--- config.mk ---
export PLATFORM = sky130hd
export DESIGN_NAME = npc_unit
export DESIGN_NICKNAME = d
export VERILOG_FILES = /design/src/rtl/npc_pkg.sv /design/src/rtl/npc_incr.sv /design/src/rtl/npc_branch_calc.sv /design/src/rtl/npc_jump_calc.sv /design/src/rtl/npc_unit.sv
export SDC_FILE = /design/constraint.sdc
export NUM_CORES = 1
export LEC_CHECK = 0
export BUFFER_PORTS_ARGS = -buffer_cell sky130_fd_sc_hd__buf_2
export CAP_MARGIN = 10
export CORE_UTILIZATION = 35
export DETAILED_ROUTE_END_ITERATION = 7
export GPL_ROUTABILITY_DRIVEN = 0
export PLACE_DENSITY_LB_ADDON = 0.15
export SYNTH_ARGS = -nofsm -noshare
export SYNTH_HDL_FRONTEND = slang
export SYNTH_SLANG_ARGS = --single-unit
--- constraint.sdc ---
create_clock -name clk -period 9.3 [get_ports clk]
set_input_delay 1.86 -clock clk [delete_from_list [all_inputs] [get_ports clk]]
set_output_delay 1.86 -clock clk [all_outputs]
set_load 0.01 [all_outputs]
--- src/rtl/npc_pkg.sv ---
package npc_pkg;

    localparam int unsigned PC_W       = 32;
    localparam int unsigned IMM_W      = 16;
    localparam int unsigned JF_W       = 26;
    localparam int unsigned WORD_BYTES = 4;
    localparam int unsigned ALIGN_W    = $clog2(WORD_BYTES);
    localparam int unsigned REGION_W   = PC_W - JF_W - ALIGN_W;

    typedef logic [PC_W-1:0] pc_t;

    // Which candidate feeds the PC register on the next edge
    typedef enum logic [1:0] {
        SRC_SEQ    = 2'd0,
        SRC_BRANCH = 2'd1,
        SRC_JUMP   = 2'd2
    } npc_src_e;

    typedef struct packed {
        pc_t seq;
        pc_t branch;
        pc_t jump;
    } npc_cand_t;

    // Priority: jump over taken branch over sequential
    function automatic npc_src_e pick_src(input logic jmp, input logic br, input logic z);
        if (jmp)
            return SRC_JUMP;
        else if (br && z)
            return SRC_BRANCH;
        else
            return SRC_SEQ;
    endfunction

endpackage

--- src/rtl/npc_incr.sv ---
module npc_incr
    import npc_pkg::*;
#(
    parameter int unsigned W    = PC_W,
    parameter int unsigned STEP = WORD_BYTES
) (
    input  logic [W-1:0] pc_i,
    output logic [W-1:0] seq_o
);
    localparam logic [W-1:0] STEP_V = W'(STEP);

    always_comb begin
        seq_o = pc_i + STEP_V;
    end
endmodule

--- src/rtl/npc_branch_calc.sv ---
module npc_branch_calc
    import npc_pkg::*;
#(
    parameter int unsigned W     = PC_W,
    parameter int unsigned IW    = IMM_W,
    parameter int unsigned SHIFT = ALIGN_W
) (
    input  logic [W-1:0]  seq_i,
    input  logic [IW-1:0] imm_i,
    output logic [W-1:0]  target_o
);
    localparam int unsigned EXT_W = W - IW - SHIFT;

    logic [W-1:0] offset;

    generate
        if (EXT_W > 0) begin : g_ext
            always_comb offset = {{EXT_W{imm_i[IW-1]}}, imm_i, {SHIFT{1'b0}}};
        end else begin : g_noext
            always_comb offset = W'({imm_i, {SHIFT{1'b0}}});
        end
    endgenerate

    always_comb begin
        target_o = seq_i + offset;
    end
endmodule

--- src/rtl/npc_jump_calc.sv ---
module npc_jump_calc
    import npc_pkg::*;
#(
    parameter int unsigned W     = PC_W,
    parameter int unsigned FW    = JF_W,
    parameter int unsigned SHIFT = ALIGN_W,
    localparam int unsigned RW   = W - FW - SHIFT
) (
    input  logic [RW-1:0] region_i,
    input  logic [FW-1:0] field_i,
    output logic [W-1:0]  target_o
);
    always_comb begin
        target_o = {region_i, field_i, {SHIFT{1'b0}}};
    end
endmodule

--- src/rtl/npc_unit.sv ---
module npc_unit
    import npc_pkg::*;
#(
    parameter logic [PC_W-1:0] RESET_PC = '0
) (
    input  logic             clk,
    input  logic             rst,
    input  logic             branch_req,
    input  logic             zero_flag,
    input  logic             jump_req,
    input  logic [IMM_W-1:0] imm_field,
    input  logic [JF_W-1:0]  jump_field,
    output logic [PC_W-1:0]  pc_q,
    output logic [PC_W-1:0]  pc_plus4
);
    npc_cand_t cand;
    npc_src_e  src;
    pc_t       pc_next;

    npc_incr #(.W(PC_W), .STEP(WORD_BYTES)) u_incr (
        .pc_i  (pc_q),
        .seq_o (cand.seq)
    );

    npc_branch_calc #(.W(PC_W), .IW(IMM_W), .SHIFT(ALIGN_W)) u_branch (
        .seq_i    (cand.seq),
        .imm_i    (imm_field),
        .target_o (cand.branch)
    );

    npc_jump_calc #(.W(PC_W), .FW(JF_W), .SHIFT(ALIGN_W)) u_jump (
        .region_i (cand.seq[PC_W-1 -: REGION_W]),
        .field_i  (jump_field),
        .target_o (cand.jump)
    );

    always_comb begin
        src = pick_src(jump_req, branch_req, zero_flag);
        unique case (src)
            SRC_JUMP:   pc_next = cand.jump;
            SRC_BRANCH: pc_next = cand.branch;
            default:    pc_next = cand.seq;
        endcase
    end

    always_ff @(posedge clk) begin
        if (rst)
            pc_q <= RESET_PC;
        else
            pc_q <= pc_next;
    end

    assign pc_plus4 = cand.seq;

    // reset loads the start address
    a_r1_reset_load: assert property (@(posedge clk) rst |=> pc_q == RESET_PC);

    // no jump and no taken branch means sequential advance
    a_r2_sequential: assert property (@(posedge clk) disable iff (rst)
        (!jump_req && !(branch_req && zero_flag)) |=> pc_q == $past(pc_q) + 32'd4);

    // offset of minus one word returns to the same PC
    a_r6_back_one: assert property (@(posedge clk) disable iff (rst)
        (!jump_req && branch_req && zero_flag && imm_field == 16'hFFFF) |=> $stable(pc_q));

    // jump region taken from the incremented PC
    a_r7_jump_region: assert property (@(posedge clk) disable iff (rst)
        jump_req |=> pc_q[31:28] == $past(pc_q + 32'd4) >> 28);

    // jump index wins even with a taken branch
    a_r8_jump_first: assert property (@(posedge clk) disable iff (rst)
        jump_req |=> pc_q[27:2] == $past(jump_field));

    // fetch address stays word aligned
    a_r11_aligned: assert property (@(posedge clk) disable iff (rst)
        !$past(rst) |-> pc_q[1:0] == 2'b00);

endmodule

==> flow_summary.ini, run 1 <==
[setup_path]
required_ns = 7.44
slowest_delay_ns = 0.75
worst_path_max_delay_cell = nor2_1
crit_top_cell = nor2_1
worstPathCellList = and4_1 > nand4_1 > nor2_1 > nand2_2 > nor2_1 > xor2_1 > buf_2
critical_path.max_fanout = 8
crit_arrival_ns = 2.73
end_kind = primary output
start_kind = flip-flop
critPathKind = flip-flop to primary output

[synth]
yosys_register_bits = 30
ys.flop_type = dfxtp_1
avgSynthCellArea_um2 = 7.481
synthArstFlopShare_pct = 0
synth_cell_types = 72
netlist_area_um2 = 3598
synth_cells = 481
synth-edff-count = 0
ys.warnings.count = 0
ys_seq_area_share_pct = 16.69

[sta]
min_period_ns = 4.593
grt_setup_unrepaired = false
finalMaxSlewViolations = 0
timing.final.crit_share_pct = 49.38
slew_headroom_pct = 35.97
fmax_mhz = 217.7
fin_skew_ns = 0.005268
finalHoldViolations = 0
setup_viol = 0
worst_slack_ns = 4.707
tns_ns = 0
worstMarginPinSlew_ns = 0.9570

[power_and_ir_drop]
power_w = 0.0005097
leakage_nw = 2.040
p_per_area_nw_per_um2 = 118.6
ir_drop_mv = 0.04775

[clocking]
clk_path_buf_depth = 2
cts-resized-gates = 0
htree_levels = 2
numCtsBuffers = 5
cts_tree = done
cts-root-buf = clkbuf_8
cts_setup_buffers = 0
clk_pin_slew_ns = 0.08
ctsHoldBuffers = 0
clock_latency_ns = 0.30
cts_sinks = 30

[route]
avgViaCountPerCell = 5.704
route.detailed.drc = 0
vias = 4050
wl_per_cell_um = 17.67
drt_first_pass_iters = 5
drtAntennaViolNets = 0
drt_iter0_markers = 187
wl_um = 12550

[finish]
largestRegisters = pc_q (30)
regMostFlops = pc_q
antenna-diode-count = 0
nets = 660
stdcell_area_um2 = 4297
layout-drive-gt1-share_pct = 22.18
largest_reg_flops = 30
syn_to_final_growth_pct = 19.40

[placement]
io_buffers = 106
dp_hpwl_um = 9811
pre_cts_ws_ns = 4.962
placed_area_um2 = 4202

[die]
rows = 36
start_util_pct = 36.48
die-width_um = 103.4
dieArea_um2 = 10690
core-area_um2 = 9864
io_pins = 111
die_y_um = 103.4

[grt]
globalRouteTotalUtil_pct = 23.89
gr-total-overflow = 0
grt_pass1_wl_um = 19440
antenna_found_initial = 0
grt_start_max_net_pins = 32
grt_pass1_vias = 3682

[hold_path]
hp-class = flip-flop to flip-flop

[job]
maxCapViolCount = 0

[outcome]
status = finished, final reports clean
## critical path, delay by kind of cell, from the launching register on
family                 cells  cell delay, ns
AND/OR/NAND/NOR            5            1.54
flip-flops                 1            0.42
XOR/XNOR                   1            0.28
buffers and inverters      1            0.19
## cell type report
| cell class | count | area [um^2] |
|---|---|---|
| clock buffers | 6 | 82.58 |
| clock inverters | 2 | 12.51 |
| fillers | 1062 | 5568 |
| inverters | 20 | 75.07 |
| multi-input cells | 411 | 2814 |
| flip-flops and latches | 30 | 600.6 |
| well taps | 133 | 166.4 |
| repair buffers | 108 | 545.5 |
## worst paths after layout
kind	from	to	slack, ns	cells after the start
worst min-delay path	pc_q[31]	pc_q[31]	0.67	3
worst max-delay path	pc_q[5]	pc_plus4[29]	4.71	7
worst min register to register	pc_q[31]	pc_q[31]	0.67	3
worst max register to register	pc_q[5]	pc_q[28]	5.05	14
## report_power, final
part           internal, W  switching, W
Clock            0.0000596     0.0000611
Combinational    0.0000957      0.000141
Sequential        0.000139     0.0000131
Total             0.000294      0.000216
## logic make-up (layout without fill, tap and decap cells)
family          Yosys count  count (layout)  share of synthesized area, %
simple gates            179             179                         25.56
compound gates          145             145                         27.92
xor+xnor                 45              45                         10.95
buf+inv                  43             136                         5.424
fa+ha+maj                37              37                         13.07
flops                    30              30                         16.69
other cells               1               4                        0.1042
mux                       1               1                        0.2782
## per-layer routing
metal  global-route usage, %  share of wire (%)
met1                   33.52                 47
met2                   38.21                 45
met3                   3.159                5.9
met4                   6.501                1.7
met5                       0                  0
## cell usage in the layout (no fill, tap or decap), drive strengths merged, types with 3 or more instances in the layout
cell type,n
clkbuf,6
nor2,36
buf,108
o21a,5
nand3,24
o211ai,4
xnor2,32
xor2,13
dfxtp,30
or3,4
nand2,50
a31oi,8
o22ai,6
nor4,3
o21bai,3
a21o,10
conb,4
nand2b,3
nor2b,4
and2,6
inv,19
a21oi,38
nand4,11
a311oi,4
o211a,4
ha,36
and4,7
a211oi,12
o21ai,28
nor3,12
and3,10
## Yosys cell counts, types with 5 or more instances
library cell,number,area share [%]
nand2_1,49,5.1
a21oi_1,37,5.1
ha_1,36,13
nor2_1,36,3.8
xnor2_1,32,7.8
dfxtp_1,30,17
nand3_1,24,3.3
o21ai_0,24,3.3
inv_1,19,2.0
clkbuf_1,14,1.5
xor2_1,13,3.2
nand4_1,11,1.9
nor3_1,11,1.5
a211oi_1,10,2.1
a21o_1,10,2.1
and3_1,9,1.6
a31oi_1,8,1.4
and4_1,7,1.7
and2_1,6,1.0
o22ai_1,6,1.0
o21a_1,5,1.0
## stage by stage
step	hold slack (ns)	cells	util [%]
after global routing	0.7109	710	43.56
after floorplan	0.6916	484	-
after CTS	0.6732	710	43.56
after global placement	0.6587	702	42.59
final	0.6682	710	43.56
after detailed placement	0.6540	702	42.59
No activity file was read; power rests on OpenSTA's default activity.
==> run 2, diff against run 1 <==
- clock period: 9.3 -> 4.17 ns (I/O delays scaled with it)
==> flow_summary.ini, run 2 (synthesized netlist as in run 1, its figures left out) <==
[placement]
dp_cells = 709
io_buffers = 106
dp_hpwl_um = 10050
placed_area_um2 = 4254

[finish]
regMostFlops = pc_q
mostFrequentLayoutCells = buf_2 (106), nand2_1 (49), a21oi_1 (37)
layout_commonest_cell = buf_2
layoutNonFillerInstCount = 717
stdcell_area_um2 = 4353
antenna-diode-count = 0
nets = 667
largest_reg_flops = 30
nFillCells = 1040
largestRegisters = pc_q (30)
syn_to_final_growth_pct = 20.97
layout-drive-gt1-share_pct = 23.12

[die]
core-area_um2 = 9864
io_pins = 111
die_y_um = 103.4
start_util_pct = 36.48
rows = 36
die-width_um = 103.4
dieArea_um2 = 10690

[clocking]
numCtsBuffers = 5
clk_path_buf_depth = 2
clk_pin_slew_ns = 0.07
clock_latency_ns = 0.29
cts_setup_buffers = 0
cts_tree = done
cts_sinks = 30
htree_levels = 2
cts-root-buf = clkbuf_8

[route]
vias = 4058
drt_iter0_markers = 149
route.detailed.drc = 0
wl_per_cell_um = 17.69
drt_first_pass_iters = 4
wl_um = 12690
avgViaCountPerCell = 5.660
drtAntennaViolNets = 0

[setup_path]
end_kind = flip-flop
slowest_delay_ns = 0.43
worst_path_max_delay_cell = a2111oi_0
worstPathCellList = and4_1 > nand4_1 > or2_1 > inv_1 > and3_1 > xor2_2 > ha_1 > and3_1 > a2111oi_0 > nand3_1 > nand3_1 > nand3_1 > a2111o_1 > nand3_1
required_ns = 4.41
crit_top_cell = nand3_1
crit_arrival_ns = 4.11
critPathKind = flip-flop to flip-flop
start_kind = flip-flop
critical_path.max_fanout = 6

[grt]
grt_pass1_wl_um = 19690
gr-total-overflow = 0
grt_pass1_vias = 3844
globalRouteTotalUtil_pct = 24.09
grt_start_max_net_pins = 25
antenna_found_initial = 0

[sta]
fmax_mhz = 258.3
timing.final.crit_share_pct = 92.84
setup_viol = 0
slew_headroom_pct = 45.81
min_period_ns = 3.871
tns_ns = 0
finalHoldViolations = 0
worstMarginPinSlew_ns = 0.8128
grt_setup_unrepaired = false
fin_skew_ns = 0.009560
finalMaxSlewViolations = 0

[power_and_ir_drop]
ir_drop_mv = 0.1036
p_per_area_nw_per_um2 = 260.8
p_comb_share_pct = 47.4
p_seq_share_pct = 29.6
power.internal_w = 0.0006616
leakage_nw = 2.078
p_sw_share_pct = 41.71
power_frac_clock_pct = 22.9
p_sw_w = 0.0004735

[outcome]
status = finished, final reports clean

[job]
maxCapViolCount = 0

[hold_path]
hp-class = flip-flop to flip-flop
## run 2: cell count changes in the layout (fill, tap and decap cells not counted)
| cell | before | now |
|---|---|---|
| xor2_1 | 13 | 12 |
| buf_4 | 2 | 9 |
| clkinvlp_4 | 1 | 0 |
| clkbuf_1 | 0 | 1 |
| xor2_2 | 0 | 1 |
## run 2: power groups by stage
stage               Clock (W)  Sequential, W  Combinational [W]
floorplan                   0       0.000349           0.000360
global placement            0       0.000342           0.000530
detailed placement          0       0.000342           0.000530
CTS                  0.000267       0.000336           0.000533
global route         0.000279       0.000340           0.000596
finish               0.000260       0.000336           0.000538
## run 2: cell type report
type / instances / area (um^2) / share of cell area [%]
Sequential cell: 30 / 600.6 / 13.80
Multi-Input combinational cell: 411 / 2821 / 64.82
Timing Repair Buffer: 115 / 598.1 / 13.74
Clock inverter: 1 / 5.005 / 0.1150
Tap cell: 133 / 166.4 / 3.823
Clock buffer: 7 / 86.33 / 1.983
Inverter: 20 / 75.07 / 1.725
## run 2: worst max-delay path: cells and delay by family, from the launching register on
family / cells / cell delay [ns]
AND/OR/NAND/NOR: 9 / 1.82
XOR/XNOR: 1 / 0.23
buffers and inverters: 1 / 0.22
flip-flops: 1 / 0.42
AO/OA/AOI/OAI: 2 / 0.82
adder cells (fa/ha/maj): 1 / 0.30
## run 2: final timing paths
path              slack, ns        to     from  cells past startpoint
setup reg to reg       0.30  pc_q[28]  pc_q[5]                     14
setup / recovery       0.30  pc_q[28]  pc_q[5]                     14
hold / removal         0.68   pc_q[8]  pc_q[8]                      3
hold reg to reg        0.68   pc_q[8]  pc_q[8]                      3
## run 2: metrics by stage
stage	hold slack [ns]	util (%)	worst slack (ns)	power, W
after floorplan	0.6916	-	0.5976	0.0007091
after global placement	0.6687	43.13	0.3516	0.0008712
after detailed placement	0.6537	43.13	0.2776	0.0008718
after CTS	0.6691	44.05	0.2548	0.001136
after global routing	0.7276	44.13	0.01042	0.001215
final	0.6762	44.13	0.2986	0.001135
## run 2: what timing repair did
action | 4_1_cts | 5_1_grt
setup endpoints to repair | 0 | 3
hold buffers | 0 | 0
resized for setup | 0 | 1
## run 2: metal layers
layer  global-route usage (%)  vias up  wire, um
met5                        0        -         0
met2                    40.19      153      5814
met1                    31.75     1896      5822
li1                         -     1985         -
met4                    7.692        0       315
met3                    3.763       24       736
==> run 3, diff against run 2 <==
- CAP_MARGIN: 10 -> 40
- CELL_PAD_IN_SITES_DETAIL_PLACEMENT: not set -> 1
- CELL_PAD_IN_SITES_GLOBAL_PLACEMENT: not set -> 2
- CORE_UTILIZATION: 35 -> 29
- clock period: 4.17 -> 4.4 ns (I/O delays scaled with it)
==> flow_summary.ini, run 3 (synthesized netlist as in run 1, its figures left out) <==
[clocking]
cts_sinks = 30
ctsHoldBuffers = 0
cts_tree = done
numCtsBuffers = 5
cts-resized-gates = 0
clk_path_buf_depth = 2
htree_levels = 2
clock_latency_ns = 0.28
cts-root-buf = clkbuf_16
cts_setup_buffers = 0
clk_pin_slew_ns = 0.05

[finish]
largest_reg_flops = 30
largestRegisters = pc_q (30)
syn_to_final_growth_pct = 23.19
regMostFlops = pc_q
antenna-diode-count = 0
layout-drive-gt1-share_pct = 22.98
nets = 667
mostFrequentLayoutCells = buf_2 (106), nand2_1 (49), a21oi_1 (37)
layoutNonFillerInstCount = 751
layout_commonest_cell = buf_2
stdcell_area_um2 = 4433

[placement]
dp_cells = 744
dp_hpwl_um = 11350
placed_area_um2 = 4298
io_buffers = 106

[die]
die_y_um = 113.4
die-width_um = 113.4
dieArea_um2 = 12860
rows = 40
start_util_pct = 29.83
io_pins = 111
core-area_um2 = 12060

[setup_path]
ff2ff_setup_slack_ns = 0.34
reg2reg_depth = 15
required_ns = 4.58
start_kind = flip-flop
setup.worst_path.end = pc_q[23]
rr_startpoint = pc_q[5]
r2r_end = pc_q[23]
crit_arrival_ns = 4.24
critical_path.max_fanout = 6
end_kind = flip-flop
setup.worst_path.start = pc_q[5]
critPathKind = flip-flop to flip-flop

[sta]
timing.final.crit_share_pct = 92.38
finalHoldViolations = 0
grt_setup_unrepaired = false
setup_viol = 0
tns_ns = 0
min_period_ns = 4.065
fin_skew_ns = 0.003753
slew_headroom_pct = 47.07
worstMarginPinSlew_ns = 0.7939
finalMaxSlewViolations = 0
fmax_mhz = 246.0

[job]
maxCapViolCount = 0

[power_and_ir_drop]
leakage_nw = 2.099
p_per_area_nw_per_um2 = 264.7
ir_drop_mv = 0.1324

[route]
drt_iter0_markers = 158
wl_per_cell_um = 18.88
avgViaCountPerCell = 5.409
drtAntennaViolNets = 0
route.detailed.drc = 0
vias = 4062
drt_first_pass_iters = 4
wl_um = 14180

[grt]
grt_pass1_wl_um = 22580
globalRouteTotalUtil_pct = 22.43
gr-total-overflow = 0
antenna_found_initial = 0
grt_start_max_net_pins = 25
grt_pass1_vias = 4125

[outcome]
status = finished, final reports clean

[hold_path]
hp-class = flip-flop to flip-flop
min_path_cells = 3
==> run 3: changes by cell type in the layout (fill, tap and decap cells not counted) <==
cell	previous run	this run
clkbuf_8	6	0
clkbuf_16	0	5
clkbuf_1	1	0
clkinv_2	1	2
xor2_1	12	13
xor2_2	1	0
==> run 3: worst min path at each step <==
stage	startpoint	to	slack, ns
5_1_grt	pc_q[8]	pc_q[8]	0.73
3_5_place_dp	pc_q[8]	pc_q[8]	0.66
4_1_cts	pc_q[8]	pc_q[8]	0.68
2_1_floorplan	pc_q[2]	pc_q[2]	0.69
6_report	pc_q[8]	pc_q[8]	0.67
3_3_place_gp	pc_q[8]	pc_q[8]	0.66
==> run 3: worst max-delay path: stages (launching register included) <==
cell      delay, ns
dfxtp_1        0.42
and4_1         0.28
nand4_1        0.13
or2_1          0.36
inv_1          0.22
nand2_1        0.10
xnor2_1        0.37
ha_1           0.36
and2_1         0.19
a211oi_1       0.28
a32o_1         0.28
o21ai_1        0.16
a311oi_1       0.37
xor2_1         0.20
o21ai_0        0.09
o211a_1        0.13
==> run 3: final cells by class <==
cell class	count	area [um^2]
repair buffers	115	598.1
flip-flops and latches	30	600.6
clock inverters	2	10.01
inverters	20	75.07
fillers	1513	7629
clock buffers	5	125.1
well taps	168	210.2
multi-input cells	411	2814
==> run 3: metrics by stage <==
stage	setup WS [ns]	utilization (%)	hold slack [ns]	total power, W
6_report	0.3355	36.75	0.6721	0.001173
5_1_grt	0.02736	36.75	0.7293	0.001251
4_1_cts	0.3735	36.75	0.6776	0.001182
3_5_place_dp	0.3871	35.63	0.6638	0.0008403
3_3_place_gp	0.4229	35.63	0.6589	0.0008357
2_1_floorplan	0.8276	-	0.6916	0.0006720
==> run 3: layer usage <==
layer  wire (um)  GRT usage [%]  share of wire, %  vias up
li1            -              -                 -     1975
met1        6581          29.78                46     1980
met2        6940          39.59                49       95
met3         471          1.488               3.3       12
met4         187          5.351               1.3        0
met5           0              0                 0        -
==> run 3: where the power goes <==
part | total, W | switching, W | internal [W]
logic | 0.000516 | 0.000310 | 0.000206
registers | 0.000320 | 0.0000259 | 0.000294
clock network | 0.000337 | 0.000133 | 0.000204
